`src/rtl/pgc_pkg.sv`:
```
package pgc_pkg;

    localparam int ADDR_W      = 13;
    localparam int DATA_W      = 8;
    localparam int LINE_BYTES  = 8;
    localparam int LINES       = 8;
    localparam int CACHE_BYTES = LINE_BYTES * LINES;
    localparam int PTR_W       = $clog2(CACHE_BYTES);
    localparam int HI_W        = ADDR_W - PTR_W;

    typedef logic [PTR_W-1:0]  ptr_t;
    typedef logic [HI_W-1:0]   hi_t;
    typedef logic [DATA_W-1:0] byte_t;
    typedef logic [ADDR_W-1:0] addr_t;

    // one capture request into the cache
    typedef struct packed {
        logic  en;
        ptr_t  idx;
        byte_t data;
    } cap_t;

    // one array write beat produced by the commit
    typedef struct packed {
        logic  we;
        hi_t   hi;
        ptr_t  idx;
        byte_t data;
    } beat_t;

    // pointer advance; natural wrap at the cache size
    function automatic ptr_t ptr_advance(input ptr_t p);
        return p + ptr_t'(1);
    endfunction

    function automatic addr_t join_addr(input hi_t hi, input ptr_t idx);
        return {hi, idx};
    endfunction

endpackage

```
`src/rtl/pgc_addr_ptr.sv`:
```
module pgc_addr_ptr
    import pgc_pkg::*;
(
    input  logic  clk,
    input  logic  rst,
    input  logic  load,
    input  addr_t load_addr,
    input  logic  step,
    output hi_t   hi,
    output ptr_t  ptr
);

    always_ff @(posedge clk) begin
        if (rst) begin
            hi  <= '0;
            ptr <= '0;
        end else if (load) begin
            hi  <= load_addr[ADDR_W-1:PTR_W];
            ptr <= load_addr[PTR_W-1:0];
        end else if (step) begin
            ptr <= ptr_advance(ptr);
        end
    end

endmodule

```
`src/rtl/pgc_cache_store.sv`:
```
module pgc_cache_store
    import pgc_pkg::*;
(
    input  logic                   clk,
    input  logic                   rst,
    input  cap_t                   cap,
    input  logic                   clear,
    input  ptr_t                   rd_idx,
    output byte_t                  rd_data,
    output logic [CACHE_BYTES-1:0] valid_mask,
    output logic                   any_valid
);

    logic [CACHE_BYTES-1:0][DATA_W-1:0] data_all;

    for (genvar g = 0; g < LINES; g++) begin : g_line
        for (genvar b = 0; b < LINE_BYTES; b++) begin : g_slot
            localparam int IDX = g * LINE_BYTES + b;
            logic  v_q;
            byte_t d_q;
            logic  hit;

            assign hit = cap.en && (cap.idx == ptr_t'(IDX));

            always_ff @(posedge clk) begin
                if (rst) begin
                    v_q <= 1'b0;
                    d_q <= '0;
                end else if (hit) begin
                    v_q <= 1'b1;
                    d_q <= cap.data;
                end else if (clear) begin
                    v_q <= 1'b0;
                end
            end

            assign valid_mask[IDX] = v_q;
            assign data_all[IDX]   = d_q;
        end
    end

    assign rd_data   = data_all[rd_idx];
    assign any_valid = |valid_mask;

endmodule

```
`src/rtl/pgc_commit_seq.sv`:
```
module pgc_commit_seq #(
    parameter int COMMIT_CYCLES = 64
) (
    input  logic                              clk,
    input  logic                              rst,
    input  logic                              start,
    output logic                              busy,
    output logic [$clog2(COMMIT_CYCLES)-1:0]  cnt,
    output logic                              last
);

    localparam int CNT_W = $clog2(COMMIT_CYCLES);
    localparam logic [CNT_W-1:0] CNT_LAST = CNT_W'(COMMIT_CYCLES - 1);

    assign last = busy && (cnt == CNT_LAST);

    always_ff @(posedge clk) begin
        if (rst) begin
            busy <= 1'b0;
            cnt  <= '0;
        end else if (busy) begin
            if (cnt == CNT_LAST) begin
                busy <= 1'b0;
                cnt  <= '0;
            end else begin
                cnt <= cnt + 1'b1;
            end
        end else if (start) begin
            busy <= 1'b1;
            cnt  <= '0;
        end
    end

endmodule

```
`src/rtl/pgc_top.sv`:
```
module pgc_top
    import pgc_pkg::*;
#(
    parameter int COMMIT_CYCLES = 64
) (
    input  logic        clk,
    input  logic        rst,
    input  logic        addr_load,
    input  logic [12:0] addr_in,
    input  logic        data_valid,
    input  logic [7:0]  data_in,
    input  logic        stop_evt,
    output logic        busy,
    output logic        mem_we,
    output logic [12:0] mem_addr,
    output logic [7:0]  mem_wdata
);

    localparam int CNT_W = $clog2(COMMIT_CYCLES);

    logic                   accept;
    hi_t                    hi;
    ptr_t                   ptr;
    cap_t                   cap;
    logic [CACHE_BYTES-1:0] valid_mask;
    logic                   any_valid;
    logic                   seq_busy;
    logic [CNT_W-1:0]       cnt;
    logic                   last;
    logic                   start;
    ptr_t                   scan_idx;
    logic                   in_range;
    byte_t                  rd_data;
    beat_t                  beat;

    // front-end events only count outside a commit
    assign accept = !seq_busy;

    assign cap.en   = data_valid && accept;
    assign cap.idx  = ptr;
    assign cap.data = data_in;

    assign start = stop_evt && accept && any_valid;

    pgc_addr_ptr u_ptr (
        .clk       (clk),
        .rst       (rst),
        .load      (addr_load && accept),
        .load_addr (addr_in),
        .step      (cap.en),
        .hi        (hi),
        .ptr       (ptr)
    );

    pgc_cache_store u_store (
        .clk        (clk),
        .rst        (rst),
        .cap        (cap),
        .clear      (last),
        .rd_idx     (scan_idx),
        .rd_data    (rd_data),
        .valid_mask (valid_mask),
        .any_valid  (any_valid)
    );

    pgc_commit_seq #(.COMMIT_CYCLES(COMMIT_CYCLES)) u_seq (
        .clk   (clk),
        .rst   (rst),
        .start (start),
        .busy  (seq_busy),
        .cnt   (cnt),
        .last  (last)
    );

    // commit cycle k visits cache slot k
    assign scan_idx = ptr_t'(cnt);
    assign in_range = int'(cnt) < CACHE_BYTES;

    assign beat.we   = seq_busy && in_range && valid_mask[scan_idx];
    assign beat.hi   = hi;
    assign beat.idx  = scan_idx;
    assign beat.data = rd_data;

    assign busy      = seq_busy;
    assign mem_we    = beat.we;
    assign mem_addr  = join_addr(beat.hi, beat.idx);
    assign mem_wdata = beat.data;

endmodule

```
`config.mk`:
```
export PLATFORM = sky130hd
export DESIGN_NAME = pgc_top
export DESIGN_NICKNAME = d
export VERILOG_FILES = /design/src/rtl/pgc_pkg.sv /design/src/rtl/pgc_addr_ptr.sv /design/src/rtl/pgc_cache_store.sv /design/src/rtl/pgc_commit_seq.sv /design/src/rtl/pgc_top.sv
export SDC_FILE = /design/constraint.sdc
export NUM_CORES = 1
export LEC_CHECK = 0
export BUFFER_PORTS_ARGS = -buffer_cell sky130_fd_sc_hd__clkbuf_2
export CAP_MARGIN = 20
export CORE_ASPECT_RATIO = 0.75
export CORE_MARGIN = 4
export CORE_UTILIZATION = 30
export DETAILED_ROUTE_END_ITERATION = 16
export HOLD_SLACK_MARGIN = 0.1
export PLACE_DENSITY = 0.45
export SETUP_SLACK_MARGIN = 0.05
export SLEW_MARGIN = 30
export SYNTH_ARGS = -nofsm -noshare
export SYNTH_HDL_FRONTEND = slang
export SYNTH_HIERARCHICAL = 1
export SYNTH_SLANG_ARGS = --single-unit
```
`constraint.sdc`:
```
create_clock -name clk -period 3.1 [get_ports clk]
set_input_delay 0.31 -clock clk [delete_from_list [all_inputs] [get_ports clk]]
set_output_delay 0.31 -clock clk [all_outputs]
set_load 0.01 [all_outputs]
```
Yosys cells after proc, flatten, opt, wreduce, memory -nomap -nowiden
Cells that the tools add are included.
{"block": "word_totals", "input_bits": 26, "regBits": 596, "elab_cells": 415}
{"block": "op_classes", "reduce_logical": 139, "n_eq_ne": 64, "n_addsub": 2, "magnitude_cmp": 1, "muxes": 77}
{"operator": "$eq A6 B6 Y1 const B", "count": 33}
{"operator": "$reduce_bool A2 Y1", "count": 66}
{"operator": "$eq A6 B5 Y1 const B", "count": 16}
{"operator": "$logic_and A1 B1 Y1", "count": 70}
{"operator": "$mux W1", "count": 69}
{"operator": "$reduce_or A64 Y1", "count": 1}
{"operator": "$bmux W8 S6", "count": 1}
{"operator": "$eq A6 B4 Y1 const B", "count": 8}
{"operator": "$mux W6", "count": 5}
{"operator": "$eq A6 B3 Y1 const B", "count": 4}
{"operator": "$add A6 B1 Y6 const B", "count": 2}
{"operator": "$eq A6 B2 Y1 const B", "count": 2}
{"operator": "$mux W8", "count": 1}
{"operator": "$lt A6 B7 Y1 const B", "count": 1}
{"operator": "$bmux W1 S6", "count": 1}
{"operator": "$eq A6 B1 Y1 const B", "count": 1}
{"operator": "$logic_not A6 Y1", "count": 1}
{"operator": "$logic_not A1 Y1", "count": 1}

Logic depth before layout (Yosys ltp)
Gate-level depths: netlist (run 1).
{"block": "logic_depth", "depth_word": 5, "mapped_depth": 9, "mapped_depth_nobuf": 7}

Hierarchy
Netlist (run 1), hierarchy kept.
{"module": "pgc_cache_store", "seq_area_each_um2": 11531.1, "n_inst": 1, "area_per_inst_um2": 25345.6, "cells_each": 2798}
{"module": "pgc_top", "seq_area_each_um2": 0.0, "n_inst": 1, "area_per_inst_um2": 590.6, "cells_each": 45}
{"module": "pgc_addr_ptr", "seq_area_each_um2": 260.2, "n_inst": 1, "area_per_inst_um2": 536.8, "cells_each": 56}
{"module": "pgc_commit_seq", "seq_area_each_um2": 140.1, "n_inst": 1, "area_per_inst_um2": 356.6, "cells_each": 42}

Worst setup path before layout (run 1)
OpenSTA, ideal clock, no wires.
{"block": "synth_timing", "path_type": "reg2out", "start": "register u_seq.cnt[0]", "end": "output mem_wdata[3]", "setup_slack_ns": 0.556, "t_arrival_ns": 2.234, "stages_incl_launch_ff": 9, "n_path_buf": 3, "path_cell_list": "dfxtp_1 -> buf_2 -> buf_4 -> buf_2 -> mux4_2 -> o21ai_0 -> a21oi_1 -> o21ai_0 -> o31ai_1"}
{"block": "synth_via", "elab_chain_len": 2}
{"element": "start: declaration", "line": "pgc_commit_seq.sv:8", "text": "output logic [$clog2(COMMIT_CYCLES)-1:0] cnt,"}
{"element": "start signal: assignment", "line": "pgc_commit_seq.sv:26", "text": "cnt <= cnt + 1'b1;"}
{"element": "$bmux W8 S6", "line": "pgc_cache_store.sv:42", "text": "assign rd_data = data_all[rd_idx];"}
{"element": "$mux W8 (not written as such)", "line": "pgc_cache_store.sv:42"}
{"element": "end: declaration", "line": "pgc_top.sv:16", "text": "output logic [7:0] mem_wdata"}
No other way between the ends. The select of a mux whose other input is x is not followed.

Worst setup path after layout (run 1)
{"block": "layout_timing", "start": "register u_seq.cnt[1]", "end": "output mem_we"}
{"block": "layout_via", "elab_chain_len": 3}
{"element": "$bmux W1 S6", "line": "pgc_top.sv:79", "text": "assign beat.we = seq_busy && in_range && valid_mask[scan_idx];"}
{"element": "$mux W1 (not written as such)", "line": "pgc_top.sv:79"}
{"element": "$logic_and A1 B1 Y1", "line": "pgc_top.sv:79"}
{"element": "end: declaration", "line": "pgc_top.sv:14", "text": "output logic mem_we,"}
No other way between the ends. The select of a mux whose other input is x is not followed.

==> results of run 1 <==
layer usage:
metal	share of wire (%)	wire, um	up-vias
met2	42	40100	890
met5	0	0	-
met3	8.2	7880	108
li1	-	-	10275
met4	1.9	1830	0
met1	48	45700	11269
synthesized netlist by cell type (all sizes together) (9+ instances only):
cell    instances
nand3         359
a211oi          9
nand2         458
mux4          143
or2             9
a21oi         434
clkbuf        182
o21ai          23
nor2          237
nor4           17
buf           152
nand4          11
nor3           10
mux2i         209
dfxtp         596
sequential cells by signal, indices dropped and copies added, names as in the netlist:
signal / cells
u_ptr/hi: 7
u_ptr/ptr: 6
u_seq/busy: 1
u_seq/cnt: 6
u_store/g_line.g_slot.d_q: 512
u_store/g_line.g_slot.v_q: 64
worst max-delay path by stage:
stage,depth (start not counted),slack [ps],start,end
6_report,6,-140,u_seq/cnt[1]$_SDFFE_PP0P_,mem_we
5_1_grt,6,-220,u_seq/cnt[1]$_SDFFE_PP0P_,mem_we
4_1_cts,6,-180,u_seq/cnt[1]$_SDFFE_PP0P_,mem_we
3_5_place_dp,7,120,u_seq/cnt[1]$_SDFFE_PP0P_,mem_wdata[7]
3_3_place_gp,7,40,u_seq/cnt[1]$_SDFFE_PP0P_,mem_wdata[7]
2_1_floorplan,8,560,u_seq/cnt[0]$_SDFFE_PP0P_,mem_wdata[3]
stage by stage:
step                std cells  total power (W)  setup TNS, ps  area, um2  util, %
floorplan                2941          0.00938              0      26800        -
global placement         3950           0.0102              0      28300     32.1
detailed placement       3950           0.0102              0      28300     32.1
CTS                      4110           0.0185          -1040      31200     35.4
global route             4123           0.0190          -1460      31400     35.5
finish                   4123           0.0184           -756      31400     35.5
cells by family after synthesis:
logic type,count (synthesis),share of synthesized area [%]
mux,357,20.1
flops,596,44.5
fa+ha+maj,2,0.0933
buf+inv,340,6.16
simple gates,1130,18.9
compound gates,512,10.1
xor+xnor,4,0.131
power by group:
part / switching, W / total, W / leakage (nW) / internal [W]
logic: 0.00157 / 0.00250 / 4.05 / 0.000927
registers: 0.000118 / 0.00788 / 4.81 / 0.00776
clock network: 0.00326 / 0.00802 / 1.08 / 0.00476
layout make-up:
type | instances | area (um2)
multi-input cells | 2005 | 13400
clock inverters | 11 | 109
inverters | 6 | 22.5
well taps | 1152 | 1440
fillers | 8831 | 56900
flip-flops and latches | 596 | 11900
repair buffers | 250 | 2310
clock buffers | 103 | 2080
repair_timing:
item / 4_1_cts / 5_1_grt
setup buffers: 30 / 12
cloned: 3 / 0
hold endpoints to repair: 13 / 0
pin swaps: 5 / 3
setup endpoints to repair: 9 / 9
hold buffers: 13 / 0
gates resized for setup: 60 / 12
critical path, delay by kind of cell (launching register included):
kind / cells / cell delay, ps
multiplexers: 2 / 1030
flip-flops: 1 / 430
AND/OR/NAND/NOR: 1 / 230
AO/OA/AOI/OAI: 1 / 290
buffers and inverters: 2 / 330
==> metrics.yaml, run 1 <==
placed_design:
  dp_hpwl_um: 61800
  port_buffers: 48
  place_congestion: 0.821
  dp_slack_ps: 119
sta:
  worstMarginPinSlew_ps: 984
  drv_slew: 0
  grt_setup_unrepaired: "yes"
  skew_ps: 13.4
  setup_violations: 9
  period_minus_slack_ps: 3240
  max-slew-margin-rel_pct: 34.4
  post-route-period-util_pct: 104
  max_freq_mhz: 309
  finalHoldViolCount: 0
  setup_slack_ps: -136
  holdWs_ps: 147
critical_path:
  max_stage_delay_ps: 560
  r2r-start: "u_store/g_line[7].g_slot[0].v_q$_SDFFE_PP0P_"
  r2r_cells: 8
  worstReg2RegEnd: "u_seq/cnt[3]$_SDFFE_PP0P_"
  crit_chain: "buf_12 > mux4_1 > mux4_2 > or2_0 > a32o_2 > clkbuf_2"
  cp_data_arrival_time_ps: 2930
  worst_setup_path_start_kind: "flop"
  required_ps: 2790
  reg2reg_slack_ps: 270
  cpMaxStageDelayCell: "mux4_1"
  crit_fanout: 10
  worst_setup_path_end_kind: "primary output"
  criticalPathCategory: "flop to primary output"
clock_network:
  cts.htree.levels: 3
  path_clk_slew_ps: 60
  root_buffer: "clkbuf_16"
  numCtsBuffers: 66
  cts_buffer_depth: 3
  cts_tree: "built"
  cts.sinks: 596
  clk_latency_ps: 610
synthesis:
  synth_top_cell_by_area: "dfxtp_1"
  syn_area_per_cell_um2: 9.12
  synthesis.instances: 2941
  synth_area_um2: 26800
  syn-num-nets: 2969
  ys_types: 56
  netlist.area_leader.share_pct: 44.5
  yosys-top-cells-area: "dfxtp_1 44%, mux4_2 12%, a21oi_1 8.1%, mux2i_1 7.8%, nand3_1 6.7%"
  ys_dominant_reg_cell: "dfxtp_1"
  synth_async_sr_flop_share_pct: 0
  yosysSeqAreaShare_pct: 44.5
  synth_edf_count: 0
  yosys_warnings: 6
  synth_seq_cells: 596
min_path:
  min_to: "u_store/g_line[3].g_slot[3].d_q[5]$_SDFFE_PP0P_"
  hp-class: "input pin to flop"
  hold_start: "rst"
  worstHoldPathCells: 2
routing:
  ant_nets: 0
  viasPerCell: 5.47
  drc: 0
  drtPass1Iterations: 6
  routed_wl_um: 95600
  drtIter0Drc: 2448
  wl_per_cell_um: 23.2
  vias: 22542
run_status:
  status: "complete, but fails checks"
  violations: "negative setup slack"
global_routing:
  grt-ovfl-total: 0
  antenna_found_initial: 0
  met3_usage_pct: 4.43
  grt_pass1_wl_um: 143000
  grt_use_met2_pct: 29.0
  grt_pass1_vias: 21550
  grt_max_degree: 104
  busiest_layer: "met1"
  grt_use_met1_pct: 29.7
  grt_usage_pct: 19.8
floorplanning:
  core_area_um2: 88200
  die_h_um: 267
  start_util_pct: 30.4
  io_pins: 49
  fp-row-count: 94
  die_w_um: 353
  die_area_um2: 94300
final_layout:
  area_delta_synth_final_pct: 16.9
  diodes: 0
  layout_commonest_cell: "dfxtp_1"
  drive_gt1_share_pct: 19.0
  nets: 2953
  most-common-layout-cells: "591 x dfxtp_1, 458 x nand2_1, 433 x a21oi_1"
pwr:
  p_leak_nw: 9.94
  ir_drop_v: 0.000287
  power.density_nw_per_um2: 587
run:
  cap_violations: 0
Note: power is estimated with default switching activity, not from simulation.
==> run 2: changes to the inputs <==
--- a/config.mk
+++ b/config.mk
@@ -13,9 +13,9 @@
 export DETAILED_ROUTE_END_ITERATION = 16
 export HOLD_SLACK_MARGIN = 0.1
 export PLACE_DENSITY = 0.45
+export REMOVE_ABC_BUFFERS = 1
 export SETUP_SLACK_MARGIN = 0.05
 export SLEW_MARGIN = 30
 export SYNTH_ARGS = -nofsm -noshare
 export SYNTH_HDL_FRONTEND = slang
-export SYNTH_HIERARCHICAL = 1
 export SYNTH_SLANG_ARGS = --single-unit
==> metrics.yaml, run 2 <==
run_status:
  status: "complete, but fails checks"
  violations: "negative setup slack"
synthesis:
  synth_most_common_cell: "nand2_1"
  yosys-top-cells-area: "dfxtp_1 46%, nand2_1 16%, mux4_2 12%, a21oi_1 10%, o21ai_0 3.5%"
  synth_area_um2: 26000
  netlist.area_leader.share_pct: 45.9
  synth_async_sr_flop_share_pct: 0
  ys_dominant_reg_cell: "dfxtp_1"
  synth_edf_count: 0
  yosysSeqAreaShare_pct: 45.9
  ys_types: 49
  synth_top_cell_by_area: "dfxtp_1"
  syn_area_per_cell_um2: 8.50
  yosys_warnings: 0
  synthesis.instances: 3059
  yosys-top-cells-count: "1075 x nand2_1, 596 x dfxtp_1, 534 x a21oi_1"
  synth_seq_cells: 596
sta:
  finalHoldViolCount: 0
  setup_violations: 9
  setup_slack_ps: -212
  grt_setup_unrepaired: "yes"
  post-route-period-util_pct: 107
  max-slew-margin-rel_pct: 33.9
  worstMarginPinSlew_ps: 992
  skew_ps: 32.7
  holdWs_ps: 169
  max_freq_mhz: 302
  period_minus_slack_ps: 3310
  drv_slew: 0
final_layout:
  nets: 3096
  reg.largest.list: "u_store.g_line.g_slot.d_q x512, u_store.g_line.g_slot.v_q x64, u_ptr.hi x7"
  regMostFlops: "u_store.g_line.g_slot.d_q"
  largest_register_ffs: 512
  drive_gt1_share_pct: 15.2
  stdcell_count: 4256
  most-common-layout-cells: "1072 x nand2_1, 593 x dfxtp_1, 532 x a21oi_1"
  seq_area_um2: 11900
  multi_input_area_um2: 13200
  area_delta_synth_final_pct: 18.0
  layout_commonest_cell: "nand2_1"
  fillCellCount: 8776
clock_network:
  cts.htree.levels: 3
  clk_latency_ps: 620
  path_clk_slew_ps: 60
  numCtsBuffers: 66
  cts.sinks: 596
  cts_buffer_depth: 3
  cts_tree: "built"
  root_buffer: "clkbuf_16"
routing:
  drc: 0
  vias: 22816
  viasPerCell: 5.36
  ant_nets: 0
  drtIter0Drc: 2198
  wl_per_cell_um: 22.7
  drtPass1Iterations: 6
  routed_wl_um: 96700
global_routing:
  grt-ovfl-total: 0
  grt_pass1_vias: 21795
  grt_usage_pct: 20.6
  grt_max_degree: 120
  antenna_found_initial: 2
  grt_pass1_wl_um: 144000
critical_path:
  crit_buf_inv: 4
  worst_setup_path_end_kind: "primary output"
  cp_common_cell: "mux4_2"
  worst_setup_path_start_kind: "flop"
  crit_fanout: 8
  cpMaxStageDelayCell: "mux4_2"
  critPathTopFamily: "multiplexers"
  crit_chain: "buf_6 > buf_16 > buf_8 > mux4_2 > mux4_2 > o211ai_1 > nand2_1 > buf_2"
  max_stage_delay_ps: 610
  required_ps: 2790
  criticalPathCategory: "flop to primary output"
  cp_data_arrival_time_ps: 3000
pwr:
  power_switching_w: 0.00485
  ir_drop_v: 0.000389
  p_sw_share_pct: 26.3
  p_total_w: 0.0185
  pwr-share-clk_pct: 45.1
  internal-power_w: 0.0136
  power.density_nw_per_um2: 602
  p_seq_share_pct: 42.6
  p_leak_nw: 9.53
  combinationalPowerShare_pct: 12.3
floorplanning:
  fp-row-count: 93
  start_util_pct: 30.3
  die_area_um2: 91500
  die_h_um: 263
  die_w_um: 348
  core_area_um2: 85900
  io_pins: 49
placed_design:
  dp_hpwl_um: 65000
  dp.cells: 4095
  port_buffers: 48
  place_congestion: 0.871
run:
  cap_violations: 0
min_path:
  hp-class: "input pin to flop"
run 2: repair_timing:
| action | CTS | global route |
|---|---|---|
| gates resized for setup | 46 | 13 |
| setup buffers | 20 | 2 |
| hold buffers | 15 | 0 |
| gates cloned | 6 | 0 |
| setup endpoints to repair | 9 | 9 |
| pin swaps | 7 | 5 |
| endpoints found under the hold margin | 20 | 0 |
run 2: through the flow:
step	instance area, um2	setup TNS (ps)	worst slack (ps)	util [%]
global placement	27600	0	173	32.2
detailed placement	27600	0	189	32.2
finish	30700	-1450	-212	35.7
global route	30700	-2250	-294	35.7
floorplan	25000	-361300	-4690	-
CTS	30600	-1690	-248	35.7
run 2: layout make-up:
cell class / count / area share [%]
Multi-Input combinational cell: 2217 / 43.0
Sequential cell: 596 / 38.9
Clock buffer: 97 / 6.46
Timing Repair Buffer: 181 / 5.95
Tap cell: 1140 / 4.65
Clock inverter: 21 / 0.979
Inverter: 3 / 0.0367
Antenna cell: 1 / 0.00816
run 2: layer usage:
metal | global-route usage, % | vias up | share of wire (%)
met5 | 0 | - | 0
met2 | 30.2 | 869 | 43
met1 | 30.9 | 11297 | 48
li1 | - | 10526 | -
met3 | 3.97 | 124 | 7.6
met4 | 5.20 | 0 | 2.1
run 2: cells by family (layout without fill, tap and decap cells):
| logic type | after synthesis | in the layout | share of synthesized area, % |
|---|---|---|---|
| AOI/OAI and AO/OA | 768 | 768 | 15.4 |
| xor gates and xnor gates | 4 | 4 | 0.135 |
| adders and majority gates | 5 | 5 | 0.241 |
| buffers and inverters | 246 | 302 | 4.06 |
| DFF | 596 | 596 | 45.9 |
| muxes | 216 | 216 | 15.6 |
| other | 0 | 1 | 0 |
| and+or+nand+nor | 1224 | 1224 | 18.7 |
run 2: final timing paths:
| kind | start | to | slack [ps] | cells past startpoint |
|---|---|---|---|---|
| setup / recovery | u_seq.cnt[0]$_SDFFE_PP0P_ | mem_wdata[6] | -210 | 8 |
| hold / removal | addr_load | u_ptr.hi[4]$_SDFFE_PP0P_ | 170 | 4 |
| setup reg to reg | u_ptr.ptr[2]$_SDFFE_PP0P_ | u_store.g_line[4].g_slot[7].d_q[6]$_SDFFE_PP0P_ | 480 | 5 |
| hold reg to reg | u_store.g_line[2].g_slot[4].d_q[3]$_SDFFE_PP0P_ | u_store.g_line[2].g_slot[4].d_q[3]$_SDFFE_PP0P_ | 450 | 2 |
run 2: power by group through the flow:
stage	sequential, W	combinational, W	clock [W]
after floorplan	0.00821	0.000821	0
after global placement	0.00805	0.00188	0
after detailed placement	0.00805	0.00189	0
after CTS	0.00785	0.00225	0.00852
after global routing	0.00786	0.00241	0.00880
final	0.00786	0.00227	0.00833
run 2: worst register-to-register path: stages (launching register included):
cell and delay (ps):
dfxtp_1 630, nor2b_1 450, nand2_1 450, nor2_1 720, nand2_1 120, a21oi_1 170
